==> src/rtl/rxf_pkg.sv <==
package rxf_pkg;
  localparam int NFLAG = 4;

  typedef enum logic [1:0] {
    FL_FULL = 2'd0,
    FL_OVR  = 2'd1,
    FL_FRM  = 2'd2,
    FL_PAR  = 2'd3
  } flag_idx_e;

  // error request: OR of gated overrun, framing and parity
  function automatic logic err_request(input logic [NFLAG-1:0] flags,
                                       input logic [NFLAG-1:0] en);
    logic [NFLAG-1:0] g;
    g = flags & en;
    return g[FL_OVR] | g[FL_FRM] | g[FL_PAR];
  endfunction

  function automatic logic rx_request(input logic [NFLAG-1:0] flags,
                                      input logic [NFLAG-1:0] en);
    return flags[FL_FULL] & en[FL_FULL];
  endfunction
endpackage

==> src/rtl/rxf_flag_cell.sv <==
module rxf_flag_cell (
  input  logic clk,
  input  logic rst_n,
  input  logic set_i,
  input  logic stat_rd_i,
  input  logic data_rd_i,
  output logic flag_o,
  output logic arm_o,
  output logic clr_o
);
  logic flag_q;
  logic arm_q;

  assign clr_o  = data_rd_i & arm_q;
  assign flag_o = flag_q;
  assign arm_o  = arm_q;

  always_ff @(posedge clk or negedge rst_n) begin
    if (!rst_n) begin
      flag_q <= 1'b0;
      arm_q  <= 1'b0;
    end else begin
      // a new event wins over a clear in the same cycle
      if (set_i)      flag_q <= 1'b1;
      else if (clr_o) flag_q <= 1'b0;
      // a data read always consumes the arm
      if (data_rd_i)      arm_q <= 1'b0;
      else if (stat_rd_i) arm_q <= arm_q | flag_q;
    end
  end
endmodule

==> src/rtl/rxf_data_hold.sv <==
module rxf_data_hold #(
  parameter int W = 8
) (
  input  logic         clk,
  input  logic         rst_n,
  input  logic         load_i,
  input  logic [W-1:0] byte_i,
  output logic [W-1:0] data_o
);
  always_ff @(posedge clk or negedge rst_n) begin
    if (!rst_n)      data_o <= '0;
    else if (load_i) data_o <= byte_i;
  end
endmodule

==> src/rtl/rxf_irq_merge.sv <==
module rxf_irq_merge
  import rxf_pkg::*;
(
  input  logic [NFLAG-1:0] flags_i,
  input  logic [NFLAG-1:0] en_i,
  output logic             irq_rx_o,
  output logic             irq_err_o
);
  assign irq_rx_o  = rx_request(flags_i, en_i);
  assign irq_err_o = err_request(flags_i, en_i);
endmodule

==> src/rtl/uart_rx_flags.sv <==
module uart_rx_flags
  import rxf_pkg::*;
#(
  parameter int DATA_W = 8
) (
  input  logic              clk,
  input  logic              rst_n,
  input  logic              byte_done,
  input  logic [DATA_W-1:0] byte_in,
  input  logic              stop_bit,
  input  logic              parity_bad,
  input  logic              stat_rd,
  input  logic              data_rd,
  input  logic              ie_rx,
  input  logic              ie_ovr,
  input  logic              ie_frm,
  input  logic              ie_par,
  output logic              rx_full,
  output logic              ovr_flag,
  output logic              frm_flag,
  output logic              par_flag,
  output logic [DATA_W-1:0] data_out,
  output logic              irq_rx,
  output logic              irq_err
);
  logic [NFLAG-1:0] set_vec;
  logic [NFLAG-1:0] flag_vec;
  logic [NFLAG-1:0] arm_vec;
  logic [NFLAG-1:0] clr_vec;
  logic [NFLAG-1:0] en_vec;

  // named internal events
  logic full_clr;
  logic accept_evt;
  logic overrun_evt;

  assign full_clr    = clr_vec[FL_FULL];
  assign accept_evt  = byte_done & (~flag_vec[FL_FULL] | full_clr);
  assign overrun_evt = byte_done & flag_vec[FL_FULL] & ~full_clr;

  assign set_vec[FL_FULL] = accept_evt;
  assign set_vec[FL_OVR]  = overrun_evt;
  assign set_vec[FL_FRM]  = byte_done & ~stop_bit;
  assign set_vec[FL_PAR]  = byte_done & parity_bad;

  assign en_vec[FL_FULL] = ie_rx;
  assign en_vec[FL_OVR]  = ie_ovr;
  assign en_vec[FL_FRM]  = ie_frm;
  assign en_vec[FL_PAR]  = ie_par;

  for (genvar i = 0; i < NFLAG; i++) begin : g_flag
    rxf_flag_cell u_cell (
      .clk       (clk),
      .rst_n     (rst_n),
      .set_i     (set_vec[i]),
      .stat_rd_i (stat_rd),
      .data_rd_i (data_rd),
      .flag_o    (flag_vec[i]),
      .arm_o     (arm_vec[i]),
      .clr_o     (clr_vec[i])
    );
  end

  rxf_data_hold #(.W(DATA_W)) u_data (
    .clk    (clk),
    .rst_n  (rst_n),
    .load_i (accept_evt),
    .byte_i (byte_in),
    .data_o (data_out)
  );

  rxf_irq_merge u_irq (
    .flags_i   (flag_vec),
    .en_i      (en_vec),
    .irq_rx_o  (irq_rx),
    .irq_err_o (irq_err)
  );

  assign rx_full  = flag_vec[FL_FULL];
  assign ovr_flag = flag_vec[FL_OVR];
  assign frm_flag = flag_vec[FL_FRM];
  assign par_flag = flag_vec[FL_PAR];
endmodule

==> config.mk <==
export PLATFORM = sky130hd
export DESIGN_NAME = uart_rx_flags
export DESIGN_NICKNAME = d
export VERILOG_FILES = /design/src/rtl/rxf_pkg.sv /design/src/rtl/rxf_flag_cell.sv /design/src/rtl/rxf_data_hold.sv /design/src/rtl/rxf_irq_merge.sv /design/src/rtl/uart_rx_flags.sv
export SDC_FILE = /design/constraint.sdc
export NUM_CORES = 1
export LEC_CHECK = 0
export BUFFER_PORTS_ARGS = -buffer_cell sky130_fd_sc_hd__buf_2
export CAP_MARGIN = 20
export CORE_MARGIN = 1.5
export CORE_UTILIZATION = 40
export DETAILED_ROUTE_END_ITERATION = 12
export PLACE_DENSITY = 0.79
export RECOVER_POWER = 100
export SKIP_LAST_GASP = 1
export SLEW_MARGIN = 15
export SYNTH_ARGS = -nofsm -noshare
export SYNTH_HDL_FRONTEND = slang
export SYNTH_SLANG_ARGS = --single-unit
==> constraint.sdc <==
create_clock -name clk -period 1.25 [get_ports clk]
set_input_delay 0.0625 -clock clk [delete_from_list [all_inputs] [get_ports clk]]
set_output_delay 0.0625 -clock clk [all_outputs]
set_load 0.01 [all_outputs]
# Word level (Yosys, flattened, before mapping)
# Cells that the tools add are included.
# classes
mux	16
n_bitwise	21
n_reduce_logical	5
# ops
op	count
1-bit two-way mux	16
1-bit bitwise AND	10
2-bit nonzero test	5
1-bit bitwise OR	7
4-bit bitwise AND	1
1-bit NOT	3
# totals
register_bits	16
input_bits	19
output_inout_bits	14

# Depth between registers and ports, before layout
# Gate-level depths: netlist (run 1).
# logic_depth
ltp_word	4
ltp_mapped	4
ltp_nobuf	2

# Cells and area by module
# From an unflattened synthesis (run 1), not the netlist that was laid out.
# unflattened
hier_cells	53
area_unflattened_um2	680.7
# modules_own_cells
module	instances	cells_per_inst	area_per_inst_um2
rxf_data_hold	1	17	331.6
rxf_flag_cell	4	7	73.8
uart_rx_flags	1	5	33.8
rxf_irq_merge	1	3	20.0

# Worst setup path after synthesis (run 1)
# OpenSTA, ideal clock, no wires.
# synth_path
kind	reg2reg
from	register g_flag[0].u_cell.flag_q
to	register u_data.data_o[3]
arrival_ns	0.917
required_ns	1.109
slack_ns	0.192
path_stages_with_launch	3
cell_sequence	dfrtp_1 a21boi_4 o32ai_2
# synth_via
elab_chain_len	3
# synth_rtl
element	line	text
start: declaration	rxf_flag_cell.sv:11	logic flag_q;
start signal: assignment	rxf_flag_cell.sv:20	flag_q <= 1'b0;
start signal: assignment	rxf_flag_cell.sv:24	if (set_i) flag_q <= 1'b1;
start signal: assignment	rxf_flag_cell.sv:25	else if (clr_o) flag_q <= 1'b0;
1-bit NOT	uart_rx_flags.sv:38	assign accept_evt = byte_done & (~flag_vec[FL_FULL] | full_clr);
1-bit bitwise OR	uart_rx_flags.sv:38	
1-bit bitwise AND	uart_rx_flags.sv:38	
end signal: assignment	rxf_data_hold.sv:12	else if (load_i) data_o <= byte_i;
end: declaration	rxf_data_hold.sv:8	output logic [W-1:0] data_o
# No other way between the ends.
# A chain may end at the register's enable or synchronous reset.

# Worst setup path in the final report (run 1)
# layout_path
from	register g_flag[1].u_cell.flag_q
to	output port irq_err
# layout_via
elab_chain_len	3
# layout_rtl
element	line	text
start: declaration	rxf_flag_cell.sv:11	
start signal: assignment	rxf_flag_cell.sv:20	
start signal: assignment	rxf_flag_cell.sv:24	
start signal: assignment	rxf_flag_cell.sv:25	
4-bit bitwise AND	rxf_pkg.sv:15	g = flags & en;
1-bit bitwise OR (2 in a row)	rxf_pkg.sv:16	return g[FL_OVR] | g[FL_FRM] | g[FL_PAR];
end: declaration	uart_rx_flags.sv:24	output logic irq_err
# No other way between the ends.

==> run_results.csv, run 1 <==
group,metric,value,unit
place,port_buffers,32,
cells_and_area,syn_to_final_growth,28.0,%
outcome,failed_checks,"negative setup slack",
min_path,holdCritStartpoint,"parity_bad",
place,gp_congestion,0.689,
logic_synthesis,synth_seq_cells,16,
timing,clock_skew,0.00383,ns
cts,clock_sinks,16,
setup_path,slowest_stage,"dfrtp_1",
cts,cts_buffers,3,
cells_and_area,finish.utilization,56.1,%
power,p_per_area,1390,nW/um2
setup_path,max_stage_delay,0.43,ns
setup_path,path_class,"reg2out",
cts,clk_pin_slew,0.09,ns
drt,routed_wl,1560,um
logic_synthesis,synth_top_area_share,51.8,%
run,maxCapViolCount,0,
cts,clockBufferDepth,2,
logic_synthesis,synth_area_leaders,"dfrtp_1 (52%), o32ai_2 (17%), nand2_1 (5.3%)",
cells_and_area,diodes,0,
setup_path,r2r_cells,2,
setup_path,crit-reg2reg-capture,"u_data.data_o[3]",
floorplan,core,1760,um2
power,ir_drop,751,uV
logic_synthesis,syn_area_per_cell,11.4,um2
drt,route.vias.total,625,
floorplan,die_x,47.0,um
drt,postRouteAntennaNets,0,
timing,worstMarginPinSlew,0.862,ns
place,numPlacedInstances,123,
floorplan,die_h,47.0,um
cts,cts_tree,"done",
min_path,hold_end,"g_flag[3].u_cell.flag_o",
timing,slew_headroom,42.5,%
outcome,outcome,"complete, but fails checks",
timing,setup_viol,1,
min_path,worstHoldPathCells,2,
timing,setup_ws,-0.0646,ns
cells_and_area,nets,124,
timing,fin_crit_sh,105,%
drt,drtIter0Drc,8,
cells_and_area,layout.cells.non_filler,129,
global_routing,grt_pass1_vias,599,
drt,wl_per_cell,12.1,um
logic_synthesis,synth_top_area_cell,"dfrtp_1",
cells_and_area,drive_gt1_share,39.4,%
timing,rsz0062_at_grt,"true",
logic_synthesis,seq_area_frac_synth,51.8,%
floorplan,dieArea,2210,um2
timing,fin_crit,1.31,ns
setup_path,crit_chain,"a222oi_1 > inv_1 > buf_2",
timing,final_max_slew_viol_count,0,
cts,htreeDepth,1,
logic_synthesis,synth_area,773,um2
logic_synthesis,synth_nets,87,
drt,drtPass1Iterations,4,
power,power,1.38,mW
timing,whs,0.0126,ns
setup_path,cp-end-kind,"output port",
global_routing,grt_pass1_wl,2350,um
drt,drcViolationCount,0,
setup_path,critPathArrivalTime,1.25,ns
floorplan,start_util,43.8,%
global_routing,grt_antenna_before_repair,0,
logic_synthesis,yosys_warnings,0,
drt,vias_per_cell,4.84,
logic_synthesis,netlist_instances,68,
logic_synthesis,netlist-cell-type-count,17,
setup_path,rrSetupSlack,0.19,ns
min_path,hp-class,"in2reg",
setup_path,timing.rr.start,"g_flag[0].u_cell.arm_o",
floorplan,rows,15,
global_routing,grt_usage,15.0,%
global_routing,grt.overflow.total,0,
setup_path,crit_path_max_fanout,4,
power,power.leakage,0.477,nW
place,pre_cts_ws,0.200,ns
floorplan,io_pins,33,
cts,cts_resized,0,
global_routing,grt_max_degree,17,
setup_path,crit_required,1.19,ns
timing,fmax,0.761,GHz
setup_path,critPathLaunchType,"register",
cts,worst_skew_pair.late_latency,0.28,ns
timing,hold_viol,0,
cts,clockRootBuffer,"clkbuf_4",
-- flip-flops by register name (all words and copies together) (netlist names) --
signal,cells
u_data.data_o,8
g_flag.u_cell.arm_o,4
g_flag.u_cell.flag_o,4
-- stage by stage --
stage / setup TNS [ns] / cell area [um2]
floorplan: 0 / 773
global placement: 0 / 947
detailed placement: 0 / 947
CTS: -0.0886 / 993
global route: -0.111 / 990
finish: -0.0646 / 990
-- power by group --
group | internal [mW] | total, mW | switching [mW]
registers | 0.607 | 0.664 | 0.0578
logic | 0.193 | 0.382 | 0.189
clock network | 0.177 | 0.333 | 0.156
total | 0.977 | 1.38 | 0.402
-- worst max-delay path: cells and delay by family (launching register included) --
family | cells | cell delay, ns
DFF | 1 | 0.43
AOI/OAI and AO/OA | 1 | 0.32
buffers and inverters | 2 | 0.22
-- synth_stat cells --
| cell | n |
|---|---|
| and2_1 | 1 |
| o221ai_1 | 1 |
| buf_6 | 2 |
| o32ai_2 | 8 |
| nor2b_1 | 1 |
| inv_1 | 10 |
| a21oi_1 | 5 |
| a21boi_4 | 1 |
| and3_4 | 1 |
| or2_2 | 1 |
| nand2_1 | 11 |
| dfrtp_1 | 16 |
| nor2_1 | 4 |
| a22o_1 | 2 |
| nand2b_1 | 1 |
| a222oi_1 | 1 |
| buf_2 | 2 |
-- layout by cell type, fill, tap and decap left out --
master,n
buf_2,23
dfrtp_1,16
nand2_1,11
inv_1,10
clkbuf_1,9
o32ai_2,8
a21oi_1,5
nor2_1,4
clkbuf_4,3
buf_4,3
a22o_1,2
a222oi_1,1
and3_4,1
nor2b_1,1
a21boi_4,1
nand2b_1,1
o221ai_1,1
or2_2,1
and2_1,1
clkbuf_8,1
dlygate4sd3_1,1
-- area by class of cell --
type / count / area, um2
Fill cell: 176 / 774
Sequential cell: 16 / 400
Multi-Input combinational cell: 38 / 303
Timing Repair Buffer: 36 / 181
Inverter: 10 / 37.5
Clock buffer: 4 / 36.3
Tap cell: 25 / 31.3
-- how the worst max path moves through the flow --
stage,endpoint,from,slack [ns]
floorplan,u_data.data_o[3],g_flag[0].u_cell.flag_o,0.19
global placement,u_data.data_o[3],g_flag[0].u_cell.arm_o,0.22
detailed placement,u_data.data_o[3],g_flag[0].u_cell.arm_o,0.20
CTS,irq_err,g_flag[1].u_cell.flag_o,-0.09
global route,irq_err,g_flag[1].u_cell.flag_o,-0.11
finish,irq_err,g_flag[1].u_cell.flag_o,-0.06
-- cell families after synthesis --
group | share of synthesized area [%]
simple gates | 12.0
compound gates | 27.2
flops | 51.8
buf+inv | 9.06
-- layer usage --
layer  wire length, um  global-route usage, %  part of all wire, %  up-vias
met5                 0                      0                    0        -
met4                13                   6.67                 0.83        0
met3                99                   2.31                  6.4        2
met2               750                   27.1                   48       30
met1               695                   17.3                   45      288
li1                  -                      -                    -      305
-- timing repair --
item / in CTS / in global routing
endpoints found under the hold margin: 16 / 0
buffers inserted: 0 / 1
hold buffers: 1 / 0
endpoints found under the setup margin: 1 / 1
Power figures use the tool's default switching activity.
==> inputs of run 2 (changes only) <==
Settings changed: PLACE_DENSITY 0.79 to 0.81, SYNTH_HIERARCHICAL set to 1.
==> run 2 against run 1 <==
  * The flow still finishes with violations (negative setup slack)
  * Flip-flop and latch count did not move
  * Sequential power rose by 25%
  * Clock skew is 0.0065 ns higher
==> run_results.csv, run 2 <==
group,metric,value,unit
place,port_buffers,32,
setup_path,r2r_cells,6,
floorplan,start_util,43.4,%
cts,cts_tree,"done",
floorplan,rows,14,
power,power,1.98,mW
timing,final_max_slew_viol_count,0,
setup_path,critPathLaunchType,"register",
setup_path,crit-reg2reg-capture,"u_data/data_o[7]",
setup_path,crit_required,1.42,ns
timing,fin_crit_sh,104,%
cts,clock_sinks,16,
timing,hold_viol,0,
timing,fmax,0.769,GHz
setup_path,crit_path_max_fanout,8,
global_routing,grt_pass1_wl,2700,um
floorplan,dieArea,1930,um2
outcome,outcome,"complete, but fails checks",
cts,cts_buffers,3,
cells_and_area,final_cell_mix,"buf_2 (22), dfrtp_1 (16), clkbuf_1 (13)",
place,gp_congestion,0.758,
cells_and_area,seq_area,400,um2
cells_and_area,layout.cells.non_filler,118,
drt,drcViolationCount,0,
setup_path,cp-end-kind,"register",
setup_path,path_class,"reg2reg",
min_path,hp-class,"in2reg",
cells_and_area,multiInputGateArea,256,um2
cells_and_area,largest_register,"u_data/data_o",
drt,drtIter0Drc,19,
floorplan,die_h,43.9,um
drt,route.vias.total,579,
min_path,hold_end,"u_data/data_o[7]",
cells_and_area,final_common_cell,"buf_2",
global_routing,grt_usage,20.4,%
cells_and_area,stdcell_area,1020,um2
logic_synthesis,syn_area_per_cell,13.4,um2
drt,vias_per_cell,4.91,
cts,clockRootBuffer,"clkbuf_4",
place,numPlacedInstances,101,
global_routing,grt_antenna_before_repair,0,
floorplan,core,1540,um2
run,maxCapViolCount,0,
setup_path,timing.rr.start,"g_flag[0].u_cell/arm_o",
cells_and_area,drive_gt1_share,43.1,%
min_path,holdCritStartpoint,"byte_in[7]",
min_path,worstHoldPathCells,2,
setup_path,critPathArrivalTime,1.47,ns
cells_and_area,syn_to_final_growth,52.5,%
cells_and_area,nets,122,
global_routing,grt_max_degree,17,
power,power.leakage,0.505,nW
timing,clock_skew,0.0104,ns
power,ir_drop,1030,uV
logic_synthesis,netlist_instances,50,
setup_path,critPathLaunch,"g_flag[0].u_cell/arm_o",
global_routing,grt.overflow.total,0,
timing,slew_headroom,41.5,%
place,post_dp_cell_area,881,um2
floorplan,die_x,43.9,um
drt,drtPass1Iterations,4,
setup_path,rrSetupSlack,-0.05,ns
cts,htreeDepth,1,
cells_and_area,largest_register_ffs,8,
cts,clk_pin_slew,0.09,ns
timing,rsz0062_at_grt,"true",
drt,routed_wl,1820,um
cts,clockBufferDepth,2,
outcome,failed_checks,"negative setup slack",
logic_synthesis,yosys_warnings,6,
drt,wl_per_cell,15.4,um
timing,setup_viol,9,
drt,postRouteAntennaNets,0,
global_routing,grt_pass1_vias,592,
power,p_per_area,1940,nW/um2
cells_and_area,diodes,0,
cts,worst_skew_pair.late_latency,0.29,ns
logic_synthesis,synth_nets,69,
timing,worstMarginPinSlew,0.877,ns
cells_and_area,fillers,119,
floorplan,io_pins,33,
timing,fin_crit,1.30,ns
logic_synthesis,synth_area,669,um2
timing,setup_ws,-0.0498,ns
run 2: cell types whose count changed in the layout (fill, tap and decap cells not counted), moves of 4 or more:
cell	delta
a21o_1	+4
clkbuf_1	+4
dlygate4sd3_1	+7
inv_1	-9
mux2_4	+8
nand2_1	-8
o32ai_2	-8
run 2: layout make-up:
class	count	area share, %
multi-input combinational	30	25.1
timing repair buffer	49	29.0
tap	16	1.96
clock buffer	4	3.55
inverter	3	1.10
sequential	16	39.2
run 2: routing by layer:
metal | wire (um) | global-route usage, %
met5 | 0 | 0
met4 | 94 | 14.5
met3 | 72 | 6.25
met2 | 936 | 30.3
met1 | 717 | 25.1
run 2: power by group:
part | switching (mW) | internal [mW] | leakage (nW) | total (mW)
logic | 0.352 | 0.448 | 0.298 | 0.800
registers | 0.127 | 0.704 | 0.187 | 0.832
clock network | 0.167 | 0.178 | 0.0210 | 0.345
total | 0.647 | 1.33 | 0.505 | 1.98
run 2: repair_timing:
| item | in CTS | in global routing |
|---|---|---|
| resized for setup | 1 | 2 |
| pin swaps | 3 | 2 |
| hold buffers | 6 | 2 |
| hold endpoints to repair | 21 | 2 |
| setup buffers | 4 | 1 |
| gates cloned | 0 | 0 |
| setup endpoints to repair | 9 | 9 |
run 2: worst max-delay path by stage:
stage                             endpoint  cells past startpoint
after global routing      u_data/data_o[7]                      6
after detailed placement  u_data/data_o[7]                      6
after floorplan           u_data/data_o[0]                      6
after global placement    u_data/data_o[2]                      6
final                     u_data/data_o[7]                      6
after CTS                 u_data/data_o[7]                      6
run 2: worst max-delay path, cell delays in order, from the launching register on:
cell      delay [ns]
dfrtp_1         0.38
nand2_2         0.07
inv_2           0.06
inv_2           0.05
a21boi_4        0.18
buf_12          0.15
mux2_4          0.30
run 2: stage by stage:
step	utilization, %	worst slack, ns	setup TNS (ns)	hold slack, ns
2_1_floorplan	-	0.0513	0	-0.233
3_3_place_gp	57.1	0.0123	0	-0.0159
3_5_place_dp	57.1	-0.0630	-0.431	-0.00481
4_1_cts	65.8	-0.0247	-0.0679	0.00122
5_1_grt	66.2	-0.0783	-0.524	0.00982
6_report	66.2	-0.0498	-0.276	0.0141
==> inputs of run 3 (changes only) <==
Settings changed: CAP_MARGIN 20 to 30.
Clock period 1.25 ns to 1.5 ns, I/O delays scaled along.
==> run 3 against run 2 <==
  * The flow now finishes without violations
  * Global-route usage fell by 4.4 points
  * First-iteration DRC count down 63%
  * Critical endpoint unchanged
  * Non-clock buffer count fell by 12
  * Worst hold slack got worse by 0.0029 ns
  * Clock-buffer cell count unchanged
  * Highest routed layer unchanged
  * Largest power group unchanged
  * Setup slack gained 0.21 ns
  * Register-to-register slack improved by 0.21 ns
  * Die area stayed put
  * Total power decreased by 27%
  * Sequential share of layout area rose by 6.2 points
  * Maximum frequency is 3.1% lower
  * Via count down 6.9%
==> run_results.csv, run 3 (same netlist as run 2, synthesis figures left out) <==
group,metric,value,unit
outcome,outcome,"finished, final reports clean",
drt,postRouteAntennaNets,0,
global_routing,grt_pass1_wl,2080,um
timing,setup_viol,0,
cts,clk_pin_slew,0.09,ns
floorplan,die_h,43.9,um
cells_and_area,largest_register,"u_data/data_o",
min_path,hp-class,"in2reg",
place,port_buffers,32,
setup_path,path_class,"reg2reg",
power,power.leakage,0.423,nW
timing,setup_ws,0.159,ns
setup_path,slowest_stage,"dfrtp_1",
cells_and_area,final_common_cell,"buf_2",
power,p_per_area,1630,nW/um2
timing,fmax,0.746,GHz
timing,worstMarginPinSlew,0.831,ns
cts,htreeDepth,1,
cts,cts_resized,0,
power,ir_drop,689,uV
cells_and_area,syn_to_final_growth,31.6,%
timing,tns,0,ns
place,pre_cts_ws,0.190,ns
cts,post_cts_buffers,0,
cells_and_area,diodes,0,
cts,cts_buffers,3,
drt,vias_per_cell,5.08,
floorplan,die_x,43.9,um
setup_path,cpMostUsedCell,"inv_1",
cts,clockBufferDepth,2,
timing,fin_crit,1.34,ns
place,gp_congestion,0.705,
setup_path,max_stage_delay,0.36,ns
timing,hold_viol,0,
timing,final_max_slew_viol_count,0,
global_routing,grt.overflow.total,0,
global_routing,grt_max_degree,17,
run,maxCapViolCount,0,
floorplan,start_util,43.4,%
cells_and_area,final_cell_mix,"buf_2 (17), dfrtp_1 (16), clkbuf_1 (15)",
floorplan,io_pins,33,
global_routing,grt_antenna_before_repair,0,
setup_path,crit_chain,"nand2_1 > inv_1 > inv_1 > a21boi_2 > buf_4 > mux2_1",
setup_path,cp-end-kind,"register",
cells_and_area,largest_register_ffs,8,
setup_path,critPathArrivalTime,1.50,ns
drt,drcViolationCount,0,
floorplan,dieArea,1930,um2
cts,worst_skew_pair.late_latency,0.28,ns
setup_path,crit_path_max_fanout,8,
drt,drtPass1Iterations,4,
setup_path,crit_buf_inv,3,
setup_path,critPathLaunchType,"register",
cts,clockRootBuffer,"clkbuf_4",
place,hpwl,1020,um
cells_and_area,finish.utilization,57.1,%
cts,clock_sinks,16,
drt,drtIter0Drc,7,
floorplan,core,1540,um2
global_routing,grt_usage,16.0,%
timing,clock_skew,0.00228,ns
setup_path,path_delay_family,"flip-flops",
cts,cts_tree,"done",
global_routing,grt_pass1_vias,477,
cells_and_area,drive_gt1_share,27.8,%
drt,route.vias.total,539,
cells_and_area,nets,110,
timing,fin_crit_sh,89.4,%
setup_path,crit_required,1.66,ns
drt,wl_per_cell,13.3,um
floorplan,rows,14,
drt,routed_wl,1410,um
timing,slew_headroom,44.6,%
timing,rsz0062_at_grt,"false",
## run 3: cell count changes in the layout (fill, tap and decap cells not counted)
| cell | previous run | this run |
|---|---|---|
| dlygate4sd3_1 | 8 | 4 |
| nand2_2 | 1 | 0 |
| inv_2 | 2 | 0 |
| nand2_1 | 3 | 4 |
| mux2_4 | 8 | 2 |
| buf_12 | 1 | 0 |
| a21boi_2 | 0 | 1 |
| clkbuf_1 | 13 | 15 |
| buf_4 | 5 | 1 |
| a21boi_4 | 1 | 0 |
| buf_2 | 22 | 17 |
| inv_1 | 1 | 3 |
| mux2_1 | 0 | 6 |
## run 3: worst paths after layout
path                            slack, ns                endpoint  cells past startpoint                    from
worst max-delay path                 0.16        u_data/data_o[7]                      6  g_flag[0].u_cell/arm_o
worst min-delay path                 0.01        u_data/data_o[0]                      2              byte_in[0]
worst max register to register       0.16        u_data/data_o[7]                      6  g_flag[0].u_cell/arm_o
worst min register to register       0.49        u_data/data_o[0]                      1        u_data/data_o[0]
max in group asynchronous            0.58  g_flag[2].u_cell/arm_o                      2                   rst_n
min in group asynchronous            0.41        u_data/data_o[1]                      2                   rst_n
## run 3: per-layer routing
metal / wire (um) / part of all wire [%] / global-route usage, % / vias to the layer above
li1: - / - / - / 253
met1: 577 / 41 / 18.2 / 271
met2: 764 / 54 / 25.6 / 13
met3: 46 / 3.3 / 5.00 / 2
met4: 19 / 1.4 / 10.9 / 0
met5: 0 / 0 / 0 / -
## run 3: where the power goes
part	internal [mW]	total [mW]	switching (mW)
Combinational	0.234	0.475	0.241
Sequential	0.586	0.692	0.106
Clock	0.148	0.273	0.126
## run 3: worst register-to-register path, stage by stage (launching register included)
cell      delay (ns)
dfrtp_1         0.36
nand2_1         0.08
inv_1           0.06
inv_1           0.05
a21boi_2        0.15
buf_4           0.19
mux2_1          0.34
## run 3: final cells by class
| class | instances | area [um2] |
|---|---|---|
| tap | 16 | 20.0 |
| timing repair buffer | 37 | 189 |
| fill | 139 | 661 |
| clock buffer | 4 | 36.3 |
| multi-input combinational | 30 | 224 |
| sequential | 16 | 400 |
| inverter | 3 | 11.3 |
## run 3: stage by stage
step	instance area [um2]	power (mW)	std cells	hold slack, ns
floorplan	669	1.06	50	-0.221
global placement	846	1.27	98	-0.00403
detailed placement	846	1.29	98	0.00125
CTS	892	1.57	103	0.0126
global route	881	1.55	106	-0.0178
finish	881	1.44	106	0.0113
## run 3: repair_timing
item | CTS | global route
setup endpoints to repair | 0 | 0
hold endpoints to repair | 16 | 3
hold buffers | 1 | 3
